`src/rtl/spi_frame_pkg.sv`:
```
package spi_frame_pkg;
  // Strobes from the control path to the datapath, one cycle each.
  typedef struct packed {
    logic shiftEn;   // take one MOSI bit this cycle
    logic crcPhase;  // the bit belongs to the CRC byte
    logic pktDone;   // last bit of the CRC byte
    logic shortErr;  // frame closed inside a packet
    logic clearPkt;  // chip-select edge: drop partial state
  } frameStrobe_t;
endpackage

```
`src/rtl/spi_frame_sync.sv`:
```
module spi_frame_sync #(
  parameter int WIDTH = 3,
  parameter logic [WIDTH-1:0] RESET_VAL = '0
) (
  input  logic             clk,
  input  logic             rstN,
  input  logic [WIDTH-1:0] asyncIn,
  output logic [WIDTH-1:0] syncOut
);
  for (genvar i = 0; i < WIDTH; i++) begin : g_bit
    logic stage1;
    logic stage2;
    always_ff @(posedge clk or negedge rstN) begin
      if (!rstN) begin
        stage1 <= RESET_VAL[i];
        stage2 <= RESET_VAL[i];
      end else begin
        stage1 <= asyncIn[i];
        stage2 <= stage1;
      end
    end
    assign syncOut[i] = stage2;
  end
endmodule

```
`src/rtl/spi_frame_ctrl.sv`:
```
module spi_frame_ctrl
  import spi_frame_pkg::*;
#(
  parameter int PAYLOAD_BYTES = 4
) (
  input  logic         clk,
  input  logic         rstN,
  input  logic         sclkS,
  input  logic         csS,
  input  logic         crcFail,
  output frameStrobe_t strobe
);
  localparam int TOTAL_BYTES = PAYLOAD_BYTES + 1;
  localparam int BYTE_W = (TOTAL_BYTES > 1) ? $clog2(TOTAL_BYTES) : 1;
  localparam logic [BYTE_W-1:0] CRC_IDX = BYTE_W'(PAYLOAD_BYTES);

  logic              sclkPrev;
  logic              csPrev;
  logic [2:0]        bitCnt;
  logic [BYTE_W-1:0] byteCnt;
  logic              hunt;     // frame abandoned after a CRC failure
  logic              csEdge;
  logic              sclkRise;

  assign csEdge   = csS != csPrev;
  assign sclkRise = sclkS && !sclkPrev;

  always_comb begin
    strobe = '0;
    if (csEdge) begin
      strobe.clearPkt = 1'b1;
      strobe.shortErr = csS && ((bitCnt != 3'd0) || (byteCnt != '0));
    end else if (sclkRise && !csS && !hunt) begin
      strobe.shiftEn  = 1'b1;
      strobe.crcPhase = (byteCnt == CRC_IDX);
      strobe.pktDone  = (byteCnt == CRC_IDX) && (bitCnt == 3'd7);
    end
  end

  always_ff @(posedge clk or negedge rstN) begin
    if (!rstN) begin
      sclkPrev <= 1'b0;
      csPrev   <= 1'b1;
      bitCnt   <= '0;
      byteCnt  <= '0;
      hunt     <= 1'b0;
    end else begin
      sclkPrev <= sclkS;
      csPrev   <= csS;
      if (csEdge) begin
        bitCnt  <= '0;
        byteCnt <= '0;
        hunt    <= 1'b0;
      end else begin
        if (crcFail) hunt <= 1'b1;
        if (strobe.shiftEn) begin
          bitCnt <= bitCnt + 3'd1;
          if (bitCnt == 3'd7)
            byteCnt <= strobe.crcPhase ? '0 : byteCnt + BYTE_W'(1);
        end
      end
    end
  end

  p_align_on_cs_r4: assert property (@(posedge clk) disable iff (!rstN)
    csEdge |=> (bitCnt == 3'd0 && byteCnt == '0));

  p_hunt_blocks_r5: assert property (@(posedge clk) disable iff (!rstN)
    hunt |-> !strobe.shiftEn);

  p_byte_in_range_r3: assert property (@(posedge clk) disable iff (!rstN)
    byteCnt <= CRC_IDX);
endmodule

```
`src/rtl/spi_frame_dp.sv`:
```
module spi_frame_dp
  import spi_frame_pkg::*;
#(
  parameter int PAYLOAD_BYTES = 4
) (
  input  logic                       clk,
  input  logic                       rstN,
  input  frameStrobe_t               strobe,
  input  logic                       bitIn,
  input  logic                       outReady,
  input  logic                       errClear,
  output logic                       crcFail,
  output logic                       outValid,
  output logic [PAYLOAD_BYTES*8-1:0] outData,
  output logic                       errShort,
  output logic                       errCrc,
  output logic                       errOverrun,
  output logic [7:0]                 errCount
);
  localparam int DATA_W = PAYLOAD_BYTES * 8;
  localparam logic [7:0] POLY = 8'h07;

  logic [DATA_W-1:0] payloadSr;
  logic [7:0]        crcAcc;
  logic [7:0]        crcRx;
  logic [7:0]        crcRxNext;
  logic              pktGood;
  logic              overrun;

  assign crcRxNext = {crcRx[6:0], bitIn};
  assign crcFail   = strobe.pktDone && (crcRxNext != crcAcc);
  assign pktGood   = strobe.pktDone && !crcFail;
  assign overrun   = pktGood && outValid && !outReady;

  always_ff @(posedge clk or negedge rstN) begin
    if (!rstN) begin
      payloadSr <= '0;
      crcAcc    <= '0;
      crcRx     <= '0;
    end else begin
      if (strobe.clearPkt || strobe.pktDone)
        crcAcc <= '0;
      else if (strobe.shiftEn && !strobe.crcPhase)
        crcAcc <= {crcAcc[6:0], 1'b0} ^ ((crcAcc[7] ^ bitIn) ? POLY : 8'h00);
      if (strobe.shiftEn) begin
        if (strobe.crcPhase) crcRx <= crcRxNext;
        else                 payloadSr <= {payloadSr[DATA_W-2:0], bitIn};
      end
    end
  end

  always_ff @(posedge clk or negedge rstN) begin
    if (!rstN) begin
      outValid <= 1'b0;
      outData  <= '0;
    end else begin
      if (outValid && outReady) outValid <= 1'b0;
      if (pktGood && !overrun) begin
        outValid <= 1'b1;
        outData  <= payloadSr;
      end
    end
  end

  always_ff @(posedge clk or negedge rstN) begin
    if (!rstN) begin
      errShort   <= 1'b0;
      errCrc     <= 1'b0;
      errOverrun <= 1'b0;
      errCount   <= '0;
    end else begin
      errShort   <= strobe.shortErr;
      errCrc     <= crcFail;
      errOverrun <= overrun;
      if (errClear)
        errCount <= '0;
      else if ((errShort || errCrc || errOverrun) && errCount != 8'hFF)
        errCount <= errCount + 8'd1;
    end
  end

  p_hold_r6: assert property (@(posedge clk) disable iff (!rstN)
    (outValid && !outReady) |=> (outValid && $stable(outData)));

  p_bad_crc_no_out_r5: assert property (@(posedge clk) disable iff (!rstN)
    (crcFail && !outValid) |=> !outValid);

  p_one_err_r8: assert property (@(posedge clk) disable iff (!rstN)
    $onehot0({errShort, errCrc, errOverrun}));

  p_sat_r8: assert property (@(posedge clk) disable iff (!rstN)
    (errCount == 8'hFF && !errClear) |=> errCount == 8'hFF);

  p_clear_r9: assert property (@(posedge clk) disable iff (!rstN)
    errClear |=> errCount == 8'h00);
endmodule

```
`src/rtl/spi_frame_rx.sv`:
```
module spi_frame_rx
  import spi_frame_pkg::*;
#(
  parameter int PAYLOAD_BYTES = 4
) (
  input  logic                       clk,
  input  logic                       rstN,
  input  logic                       sclk,
  input  logic                       mosi,
  input  logic                       csN,
  input  logic                       outReady,
  input  logic                       errClear,
  output logic                       outValid,
  output logic [PAYLOAD_BYTES*8-1:0] outData,
  output logic                       errShort,
  output logic                       errCrc,
  output logic                       errOverrun,
  output logic [7:0]                 errCount
);
  logic [2:0]   pinsSync;
  frameStrobe_t strobe;
  logic         crcFail;

  spi_frame_sync #(.WIDTH(3), .RESET_VAL(3'b001)) sync_i (
    .clk(clk), .rstN(rstN),
    .asyncIn({sclk, mosi, csN}),
    .syncOut(pinsSync)
  );

  spi_frame_ctrl #(.PAYLOAD_BYTES(PAYLOAD_BYTES)) ctrl_i (
    .clk(clk), .rstN(rstN),
    .sclkS(pinsSync[2]), .csS(pinsSync[0]),
    .crcFail(crcFail), .strobe(strobe)
  );

  spi_frame_dp #(.PAYLOAD_BYTES(PAYLOAD_BYTES)) dp_i (
    .clk(clk), .rstN(rstN),
    .strobe(strobe), .bitIn(pinsSync[1]),
    .outReady(outReady), .errClear(errClear),
    .crcFail(crcFail),
    .outValid(outValid), .outData(outData),
    .errShort(errShort), .errCrc(errCrc), .errOverrun(errOverrun),
    .errCount(errCount)
  );
endmodule

```
`config.mk`:
```
export PLATFORM = sky130hd
export DESIGN_NAME = spi_frame_rx
export DESIGN_NICKNAME = d
export VERILOG_FILES = /design/src/rtl/spi_frame_pkg.sv /design/src/rtl/spi_frame_sync.sv /design/src/rtl/spi_frame_ctrl.sv /design/src/rtl/spi_frame_dp.sv /design/src/rtl/spi_frame_rx.sv
export SDC_FILE = /design/constraint.sdc
export NUM_CORES = 1
export LEC_CHECK = 0
export ABC_CLOCK_PERIOD_IN_PS = 5600
export BUFFER_PORTS_ARGS = -buffer_cell sky130_fd_sc_hd__buf_4
export CORE_MARGIN = 4
export CORE_UTILIZATION = 50
export CTS_CLUSTER_DIAMETER = 200
export DETAILED_ROUTE_END_ITERATION = 8
export PLACE_DENSITY = 0.7
export SLEW_MARGIN = 10
export SYNTH_ARGS = -nofsm -noshare
export SYNTH_HDL_FRONTEND = slang
export SYNTH_SLANG_ARGS = --single-unit
```
`constraint.sdc`:
```
create_clock -name clk -period 5.6 [get_ports clk]
set_input_delay 0.56 -clock clk [delete_from_list [all_inputs] [get_ports clk]]
set_output_delay 0.56 -clock clk [all_outputs]
set_load 0.01 [all_outputs]
```
==> results of run 1 <==
==> stage by stage <==
| step | utilization, % | hold WS, ns | power (mW) |
|---|---|---|---|
| detailed placement | 56.3 | 0.337 | 0.855 |
| global route | 58.6 | 0.190 | 1.36 |
| finish | 58.6 | 0.152 | 1.30 |
| CTS | 58.6 | 0.166 | 1.32 |
| global placement | 56.3 | 0.332 | 0.853 |
| floorplan | - | 0.264 | 0.828 |
==> worst paths after layout <==
path / from / endpoint / slack (ns) / cells after the start
setup / recovery: ctrl_i.sclkPrev / dp_i.outData[4] / 2.95 / 4
hold / removal: rstN / dp_i.outData[27] / 0.15 / 1
setup reg to reg: ctrl_i.sclkPrev / dp_i.outData[4] / 2.95 / 4
hold reg to reg: sync_i.g_bit[2].stage1 / sync_i.g_bit[2].stage2 / 0.36 / 0
max in group asynchronous: rstN / dp_i.crcRx[1] / 4.26 / 2
min in group clk: csN / sync_i.g_bit[0].stage1 / 0.29 / 1
==> where the power goes <==
| part | internal (mW) | switching, mW |
|---|---|---|
| clock | 0.178 | 0.287 |
| combinational | 0.0148 | 0.0341 |
| sequential | 0.779 | 0.0107 |
==> kinds of logic after synthesis <==
kind of cell	after synthesis	share of synthesized area, %
XOR/XNOR	16	3.14
multiplexers	40	12.6
buffers and inverters	22	2.47
adder cells (fa/ha/maj)	6	1.68
flip-flops	106	59.5
AND/OR/NAND/NOR	163	16.6
AO/OA/AOI/OAI	31	4.01
==> cell usage in the layout (no fill, tap or decap), types with 5 or more instances in the layout <==
master	Yosys	routed
a21oi_1	13	13
buf_4	0	53
clkbuf_8	0	9
dfrtp_1	103	103
ha_1	6	6
inv_1	5	5
mux2_2	9	9
mux2_4	30	30
nand2_1	120	120
nand3_1	7	7
nor2_1	12	12
o21ai_0	10	10
xnor2_1	6	6
xor2_1	10	10
==> state kept, by name, indices dropped and copies added (netlist names) <==
register and count:
dp_i.outValid 1, ctrl_i.bitCnt 3, ctrl_i.csPrev 1, dp_i.errShort 1, dp_i.errCrc 1, dp_i.errCount 8, sync_i.g_bit.stage1 3, dp_i.errOverrun 1
dp_i.crcRx 7, dp_i.crcAcc 8, ctrl_i.hunt 1, ctrl_i.sclkPrev 1, ctrl_i.byteCnt 3, dp_i.outData 32, sync_i.g_bit.stage2 3, dp_i.payloadSr 32
==> layout make-up <==
class | count | area share [%]
well taps | 108 | 2.64
multi-input cells | 256 | 33.3
clock inverters | 7 | 1.54
inverters | 5 | 0.367
flip-flops and latches | 106 | 51.9
clock buffers | 9 | 2.42
repair buffers | 53 | 7.78
==> routing by layer <==
| layer | vias to the layer above | GRT usage (%) | routed length (µm) |
|---|---|---|---|
| met5 | - | 0 | 0 |
| met4 | 0 | 5.45 | 132 |
| met3 | 11 | 3.04 | 252 |
| met2 | 43 | 25.4 | 3550 |
| met1 | 1368 | 21.5 | 3540 |
| li1 | 1363 | - | - |
==> results.json, run 1 <==
{
  "p_leak_nw": 2.76,
  "core_um2": 8720,
  "finalNetCount": 444,
  "htreeDepth": 3,
  "io_buffer_count": 50,
  "rsz0062_at_grt": "false",
  "critPathMaxStageDelay_ns": 0.65,
  "slew_viol_final": 0,
  "cp_cell_sequence": "nor3b_2, and4_1, nand4_4, mux2_4",
  "synth_cell_type_count": 39,
  "clock-root-buffer": "clkbuf_8",
  "fin_ws_ns": 2.95,
  "postPlaceCellArea_um2": 4910,
  "cts_hold_buf": 0,
  "ios": 51,
  "design_area_um2": 5110,
  "cp.required_ns": 5.86,
  "num_rows": 34,
  "synth.avg_cell_area_um2": 11.6,
  "tightest_slew_ns": 0.824,
  "startpoint_type": "flop",
  "cts_made_buffers": 9,
  "syn_inst": 384,
  "crit_slowest_cell": "nand4_4",
  "p_per_area_nw_per_um2": 255,
  "setup-violations-final": 0,
  "cts_buffer_depth": 2,
  "drv_cap": 0,
  "first_global_vias": 2799,
  "outcome": "finished, final reports clean",
  "dp_cells": 528,
  "drt.antenna.violating_nets": 0,
  "totalWireLength_um": 7470,
  "ir_drop_mv": 0.111,
  "start_util_pct": 51.2,
  "first_iter_violations": 118,
  "clock_skew_ns": 0.0176,
  "globalplace.congestion": 0.881,
  "syn_area_um2": 4460,
  "dp_worst_setup_slack_ns": 2.56,
  "setup_tns_ns": 0,
  "ys.flop_type": "dfrtp_1",
  "ys_top_cells_by_count": "120 x nand2_1, 103 x dfrtp_1, 30 x mux2_4, 13 x a21oi_1, 12 x nor2_1",
  "multi_input_area_um2": 1700,
  "cts_tree": "done",
  "diodes": 0,
  "synth_top_area_share_pct": 57.7,
  "hp-class": "in -> async",
  "grt_pass1_wl_um": 13200,
  "synth_seq_cells": 106,
  "crit_type": "reg -> reg",
  "crit_family": "simple AND/OR/NAND/NOR gates",
  "dieArea_um2": 10500,
  "wl_per_cell_um": 13.7,
  "grt_max_degree": 63,
  "overflow": 0,
  "postCtsSetupRepairBufs": 0,
  "end_kind": "flop",
  "synth_nets": 397,
  "relSlewSlack_pct": 45.0,
  "path_clk_slew_ns": 0.12,
  "drc": 0,
  "ctsResizeCount": 0,
  "yosys_warnings": 0,
  "die_h_um": 102,
  "area_delta_synth_final_pct": 14.5,
  "period_share_pct": 47.4,
  "async_flop_share_pct": 100,
  "firstDrtPassIters": 4,
  "vias": 2785,
  "final-seq-area_um2": 2660,
  "drive_gt1_share_pct": 26.8,
  "max_clock_freq_mhz": 377,
  "grt_usage_pct": 15.7,
  "synth_most_common_cell": "nand2_1",
  "fin_cells": 544,
  "synthTopCellsByArea": "dfrtp_1 58%, mux2_4 10%, nand2_1 10%",
  "path_buf_inv": 0,
  "fp.dieW_um": 102,
  "cts_sinks": 106,
  "antenna_found_initial": 0,
  "clock_latency_ns": 0.37,
  "hold_viol_final": 0,
  "synth-seq-area-share_pct": 59.5,
  "synth_edf_count": 0,
  "period_needed_ns": 2.65,
  "viasPerCell": 5.12,
  "crit_fanout": 32,
  "fillers": 708,
  "dp_hpwl_um": 5080,
  "crit_arrival_ns": 2.91,
  "synth.largest_area_cell": "dfrtp_1"
}
Power figures use the tool's default switching activity.
==> inputs of run 2 (changes only) <==
--- a/config.mk
+++ b/config.mk
@@ -5,13 +5,14 @@
 export SDC_FILE = /design/constraint.sdc
 export NUM_CORES = 1
 export LEC_CHECK = 0
-export ABC_CLOCK_PERIOD_IN_PS = 5600
+export ABC_AREA = 1
+export ABC_CLOCK_PERIOD_IN_PS = 2350
 export BUFFER_PORTS_ARGS = -buffer_cell sky130_fd_sc_hd__buf_4
 export CORE_MARGIN = 4
 export CORE_UTILIZATION = 50
 export CTS_CLUSTER_DIAMETER = 200
 export DETAILED_ROUTE_END_ITERATION = 8
-export PLACE_DENSITY = 0.7
+export PLACE_DENSITY = 0.73
 export SLEW_MARGIN = 10
 export SYNTH_ARGS = -nofsm -noshare
 export SYNTH_HDL_FRONTEND = slang
==> constraint.sdc (replaced) <==
create_clock -name clk -period 2.35 [get_ports clk]
set_input_delay 0.235 -clock clk [delete_from_list [all_inputs] [get_ports clk]]
set_output_delay 0.235 -clock clk [all_outputs]
set_load 0.01 [all_outputs]
==> run 2 against run 1 <==
Against the previous run:
- critical path depth rose by 5
- synthesized cell count is 32% higher
- global-route usage grew 2.5 points
- clock-buffer cell count up 1
- maximum frequency increased by 39%
- clock power is 120% higher
- sequential power up 150%
- non-clock buffer count is 12 higher
- wire length grew 21%
- via count grew 26%
==> results.json, run 2 <==
{
  "path_clk_slew_ns": 0.10,
  "totalWireLength_um": 9010,
  "intPower_mw": 2.36,
  "cp.depth": 9,
  "multi_input_area_um2": 1610,
  "cp.required_ns": 2.65,
  "crit_family": "simple AND/OR/NAND/NOR gates",
  "r2r_end": "ctrl_i.hunt",
  "design_area_um2": 5220,
  "ctsResizeCount": 0,
  "area_delta_synth_final_pct": 15.3,
  "cp_cell_sequence": "inv_1, ha_1, nand2_1, inv_2, nand2_1, nor3_4, buf_4, o21ai_0, nand2_1",
  "synth_edf_count": 0,
  "crit_path_end": "ctrl_i.hunt",
  "antenna_found_initial": 0,
  "diodes": 0,
  "ys_top_cells_by_count": "196 x nand2_1, 103 x dfrtp_1, 49 x nand3_1, 33 x nand4_1, 31 x inv_1",
  "largest_registers": "dp_i.outData (32), dp_i.payloadSr (32)",
  "slew_viol_final": 0,
  "synth_most_common_cell": "nand2_1",
  "rsz0062_at_grt": "false",
  "num_rows": 34,
  "relSlewSlack_pct": 68.7,
  "synth_seq_cells": 106,
  "drt.antenna.violating_nets": 0,
  "worst_path_most_repeated_cell": "nand2_1",
  "p_per_area_nw_per_um2": 610,
  "async_flop_share_pct": 100,
  "cts_made_buffers": 9,
  "grt_usage_pct": 18.2,
  "startpoint_type": "flop",
  "clock_latency_ns": 0.37,
  "ios": 51,
  "rrSetupSlack_ns": 0.44,
  "viasPerCell": 5.25,
  "first_iter_violations": 155,
  "overflow": 0,
  "synth-seq-area-share_pct": 58.6,
  "drv_cap": 0,
  "period_share_pct": 81.2,
  "p_sw_share_pct": 25.9,
  "dp_hpwl_um": 6150,
  "crit_arrival_ns": 2.21,
  "final-seq-area_um2": 2660,
  "synth.largest_area_cell": "dfrtp_1",
  "reg2reg_from": "ctrl_i.byteCnt[0]",
  "hp-class": "in -> reg",
  "dieArea_um2": 10600,
  "critPathMaxStageDelay_ns": 0.41,
  "clock-root-buffer": "clkbuf_8",
  "globalplace.congestion": 0.835,
  "hold_depth": 2,
  "ys.flop_type": "dfrtp_1",
  "crit_type": "reg -> reg",
  "cts_buffer_depth": 2,
  "start_util_pct": 51.7,
  "grt_max_degree": 56,
  "core_um2": 8760,
  "period_needed_ns": 1.91,
  "path_buf_inv": 3,
  "fillers": 767,
  "syn_inst": 506,
  "max_clock_freq_mhz": 524,
  "finalNetCount": 571,
  "synthTopCellsByArea": "dfrtp_1 57%, nand2_1 16%, nand3_1 5.4%",
  "final_cell_mix": "196 x nand2_1, 103 x dfrtp_1, 60 x buf_4, 49 x nand3_1, 33 x nand4_1",
  "ir_drop_mv": 0.376,
  "outcome": "finished, final reports clean",
  "postPlaceCellArea_um2": 5000,
  "cts_tree": "done",
  "end_kind": "flop",
  "htreeDepth": 3,
  "synth_nets": 519,
  "firstDrtPassIters": 4,
  "grt_pass1_wl_um": 15300,
  "setup_tns_ns": 0,
  "hold_viol_final": 0,
  "synth.avg_cell_area_um2": 8.95,
  "first_global_vias": 3278,
  "drive_gt1_share_pct": 15.6,
  "p_clk_share_pct": 32.4,
  "die_h_um": 103,
  "p_comb_share_pct": 6.6,
  "postCtsSetupRepairBufs": 0,
  "rr_worst_depth": 9,
  "setup-violations-final": 0,
  "syn_area_um2": 4530,
  "synth_top_area_share_pct": 56.9,
  "cts_sinks": 106,
  "fp.dieW_um": 103,
  "layout_commonest_cell": "nand2_1",
  "io_buffer_count": 50,
  "p_seq_share_pct": 61.0,
  "synth_cell_type_count": 26,
  "crit_fanout": 21,
  "drc": 0,
  "tightest_slew_ns": 0.468,
  "wl_per_cell_um": 13.4,
  "clock_skew_ns": 0.0150,
  "p_leak_nw": 2.83,
  "yosys_warnings": 0,
  "vias": 3523,
  "crit_slowest_cell": "dfrtp_1",
  "p_switching_mw": 0.825,
  "startpoint": "ctrl_i.byteCnt[0]"
}
-- run 2: through the flow --
stage | power (mW) | util, % | instances | hold slack (ns) | setup slack (ns)
final | 3.18 | 59.6 | 671 | 0.0541 | 0.441
after floorplan | 2.08 | - | 506 | -0.0606 | 0.707
after detailed placement | 2.19 | 57.1 | 651 | 0.171 | 0.431
after CTS | 3.22 | 59.6 | 671 | 0.0403 | 0.415
after global routing | 3.35 | 59.6 | 671 | 0.0344 | 0.218
after global placement | 2.17 | 57.1 | 651 | 0.166 | 0.505
-- run 2: kinds of logic after synthesis --
logic type               count (synthesis)  synth area share (%)
AO/OA/AOI/OAI                           27                  3.15
AND/OR/NAND/NOR                        300                  29.1
flip-flops                             106                  58.6
XOR/XNOR                                 9                  1.74
adder cells (fa/ha/maj)                  6                  1.66
buffers and inverters                   58                  5.74
-- run 2: metal layers --
layer  share of wire, %  track usage [%]  vias to the layer above
li1                   -                -                     1732
met1                 45             25.0                     1686
met2                 49             28.9                       89
met3                4.9             3.22                       16
met4                1.7             7.17                        0
met5                  0                0                        -
-- run 2: area by class of cell --
class,count,area share (%)
inverter,34,2.44
clock inverter,6,1.01
timing repair buffer,65,9.77
tap,108,2.59
sequential,106,50.9
multi-input combinational,342,30.9
clock buffer,10,2.44
-- run 2: worst min path at each step --
stage                   from          endpoint  slack [ns]
floorplan               rstN  ctrl_i.bitCnt[0]       -0.06
global placement        rstN  dp_i.errCount[4]        0.17
detailed placement      rstN  dp_i.errCount[4]        0.17
CTS                 errClear  dp_i.errCount[0]        0.04
global route        errClear  dp_i.errCount[0]        0.03
finish              errClear  dp_i.errCount[0]        0.05
-- run 2: repair_timing --
action                                 4_1_cts  5_1_grt
hold buffers                                 4        0
endpoints found under the hold margin       28        0
setup endpoints to repair                    0        0
-- run 2: power by group through the flow --
stage          combinational, mW  sequential [mW]  clock (mW)
2_1_floorplan              0.119             1.97           0
3_3_place_gp               0.201             1.97           0
3_5_place_dp               0.210             1.98           0
4_1_cts                    0.216             1.94        1.06
5_1_grt                    0.243             1.95        1.15
6_report                   0.211             1.94        1.03
==> inputs of run 3 (changes only) <==
--- a/config.mk
+++ b/config.mk
@@ -5,14 +5,14 @@
 export SDC_FILE = /design/constraint.sdc
 export NUM_CORES = 1
 export LEC_CHECK = 0
-export ABC_AREA = 1
-export ABC_CLOCK_PERIOD_IN_PS = 2350
+export ABC_AREA = 0
+export ABC_CLOCK_PERIOD_IN_PS = 1900
 export BUFFER_PORTS_ARGS = -buffer_cell sky130_fd_sc_hd__buf_4
 export CORE_MARGIN = 4
 export CORE_UTILIZATION = 50
 export CTS_CLUSTER_DIAMETER = 200
 export DETAILED_ROUTE_END_ITERATION = 8
-export PLACE_DENSITY = 0.73
+export PLACE_DENSITY = 0.7
 export SLEW_MARGIN = 10
 export SYNTH_ARGS = -nofsm -noshare
 export SYNTH_HDL_FRONTEND = slang
==> constraint.sdc (replaced) <==
create_clock -name clk -period 1.9 [get_ports clk]
set_input_delay 0.19 -clock clk [delete_from_list [all_inputs] [get_ports clk]]
set_output_delay 0.19 -clock clk [all_outputs]
set_load 0.01 [all_outputs]
==> run 3 against run 2 <==
Against the previous run:
- sequential power up 20%
- combinational power down 21%
- design area up 1.8%
==> results.json, run 3 (synthesized netlist as in run 1, its figures left out) <==
{
  "die_h_um": 102,
  "dp_cells": 537,
  "clock_skew_ns": 0.0154,
  "vias": 2858,
  "fin_ws_ns": 0.0537,
  "grt_usage_pct": 16.3,
  "p_per_area_nw_per_um2": 714,
  "ir_drop_mv": 0.338,
  "final_cell_mix": "120 x nand2_1, 103 x dfrtp_1, 60 x buf_4, 30 x mux2_4, 13 x a21oi_1",
  "cts_tree": "done",
  "fp.dieW_um": 102,
  "crit_fanout": 14,
  "period_share_pct": 97.2,
  "largest_registers": "dp_i.outData (32), dp_i.payloadSr (32)",
  "slew_viol_final": 0,
  "grt_max_degree": 53,
  "firstDrtPassIters": 5,
  "cts_sinks": 106,
  "crit_arrival_ns": 2.11,
  "whs_ns": 0.0340,
  "first_global_vias": 2821,
  "htreeDepth": 3,
  "startpoint_type": "flop",
  "drt.antenna.violating_nets": 0,
  "viasPerCell": 5.09,
  "final_core_utilization_pct": 61.0,
  "hold_viol_final": 0,
  "diodes": 0,
  "rsz0062_at_grt": "true",
  "overflow": 0,
  "dp_worst_setup_slack_ns": 0.0264,
  "cts_buffer_depth": 2,
  "max_clock_freq_mhz": 542,
  "wl_per_cell_um": 14.4,
  "num_rows": 34,
  "cp.required_ns": 2.16,
  "drc": 0,
  "ios": 51,
  "crit_type": "reg -> reg",
  "clock_latency_ns": 0.38,
  "area_delta_synth_final_pct": 19.2,
  "path_clk_slew_ns": 0.10,
  "totalWireLength_um": 8080,
  "start_util_pct": 51.2,
  "grt_pass1_wl_um": 13400,
  "setup_tns_ns": 0,
  "period_needed_ns": 1.85,
  "io_buffer_count": 50,
  "clock-root-buffer": "clkbuf_8",
  "relSlewSlack_pct": 52.4,
  "end_kind": "flop",
  "p_leak_nw": 2.86,
  "antenna_found_initial": 0,
  "drive_gt1_share_pct": 29.1,
  "drv_cap": 0,
  "fillers": 672,
  "finalNetCount": 461,
  "hp-class": "in -> reg",
  "outcome": "finished, final reports clean",
  "core_um2": 8720,
  "first_iter_violations": 136,
  "tightest_slew_ns": 0.705,
  "cts_made_buffers": 9,
  "dieArea_um2": 10500,
  "globalplace.congestion": 0.882,
  "fin_cells": 561,
  "layout_commonest_cell": "nand2_1",
  "setup-violations-final": 0,
  "dp_hpwl_um": 5380
}
[run 3: changes by cell type in the layout (fill, tap and decap cells not counted), sizes merged, moves of 14 or more]
| cell | before | now |
|---|---|---|
| inv | 35 | 9 |
| nand2 | 196 | 120 |
| nand3 | 50 | 7 |
| nand4 | 33 | 4 |
| o21ai | 24 | 10 |
| mux2 | 0 | 39 |
[run 3: worst max-delay path, stage by stage (launching register included)]
cell and delay, ns:
dfrtp_1 0.39, inv_1 0.11, ha_4 0.15, and2_4 0.13, and4_4 0.25, nand4_4 0.18, buf_12 0.23, mux2_4 0.29
[run 3: timing repair]
item                                   in CTS  in global routing
resized for setup                           0                  6
buffers inserted                            0                  2
endpoints found under the hold margin      40                  0
setup endpoints to repair                   0                 30
hold buffers                                4                  0
[run 3: path summary, 6_finish.rpt]
kind / start / to / slack, ns / cells past startpoint
max: ctrl_i.byteCnt[0] / dp_i.outData[8] / 0.05 / 7
min: errClear / dp_i.errCount[5] / 0.03 / 2
max reg2reg: ctrl_i.byteCnt[0] / dp_i.outData[8] / 0.05 / 7
min reg2reg: sync_i.g_bit[2].stage1 / sync_i.g_bit[2].stage2 / 0.35 / 0
max in group asynchronous: rstN / sync_i.g_bit[0].stage2 / 0.88 / 3
min in group asynchronous: rstN / dp_i.payloadSr[28] / 0.32 / 2
[run 3: power by group]
| part | total, mW | leakage (nW) | internal [mW] | switching, mW |
|---|---|---|---|---|
| Combinational | 0.167 | 1.32 | 0.0606 | 0.107 |
| Clock | 1.30 | 0.0938 | 0.506 | 0.799 |
| Sequential | 2.33 | 1.45 | 2.30 | 0.0321 |
| Total | 3.80 | 2.86 | 2.86 | 0.938 |
[run 3: per-stage QoR]
step | area [µm²] | total power [mW]
after global routing | 5320 | 3.98
final | 5320 | 3.80
after detailed placement | 5020 | 2.53
after floorplan | 4460 | 2.44
after global placement | 5020 | 2.53
after CTS | 5250 | 3.85
[run 3: per-layer routing]
metal / track usage, % / routed length [µm] / up-vias
li1: - / - / 1397
met1: 21.4 / 3660 / 1404
met2: 26.4 / 3990 / 44
met3: 2.64 / 247 / 13
met4: 7.67 / 180 / 0
met5: 0 / 0 / -
[run 3: area by class of cell]
type | count | area, µm² | share of cell area [%]
multi-input cells | 256 | 1720 | 32.3
flip-flops and latches | 106 | 2660 | 49.9
repair buffers | 70 | 607 | 11.4
inverters | 5 | 18.8 | 0.353
clock inverters | 6 | 55.1 | 1.03
clock buffers | 10 | 128 | 2.40
well taps | 108 | 135 | 2.54
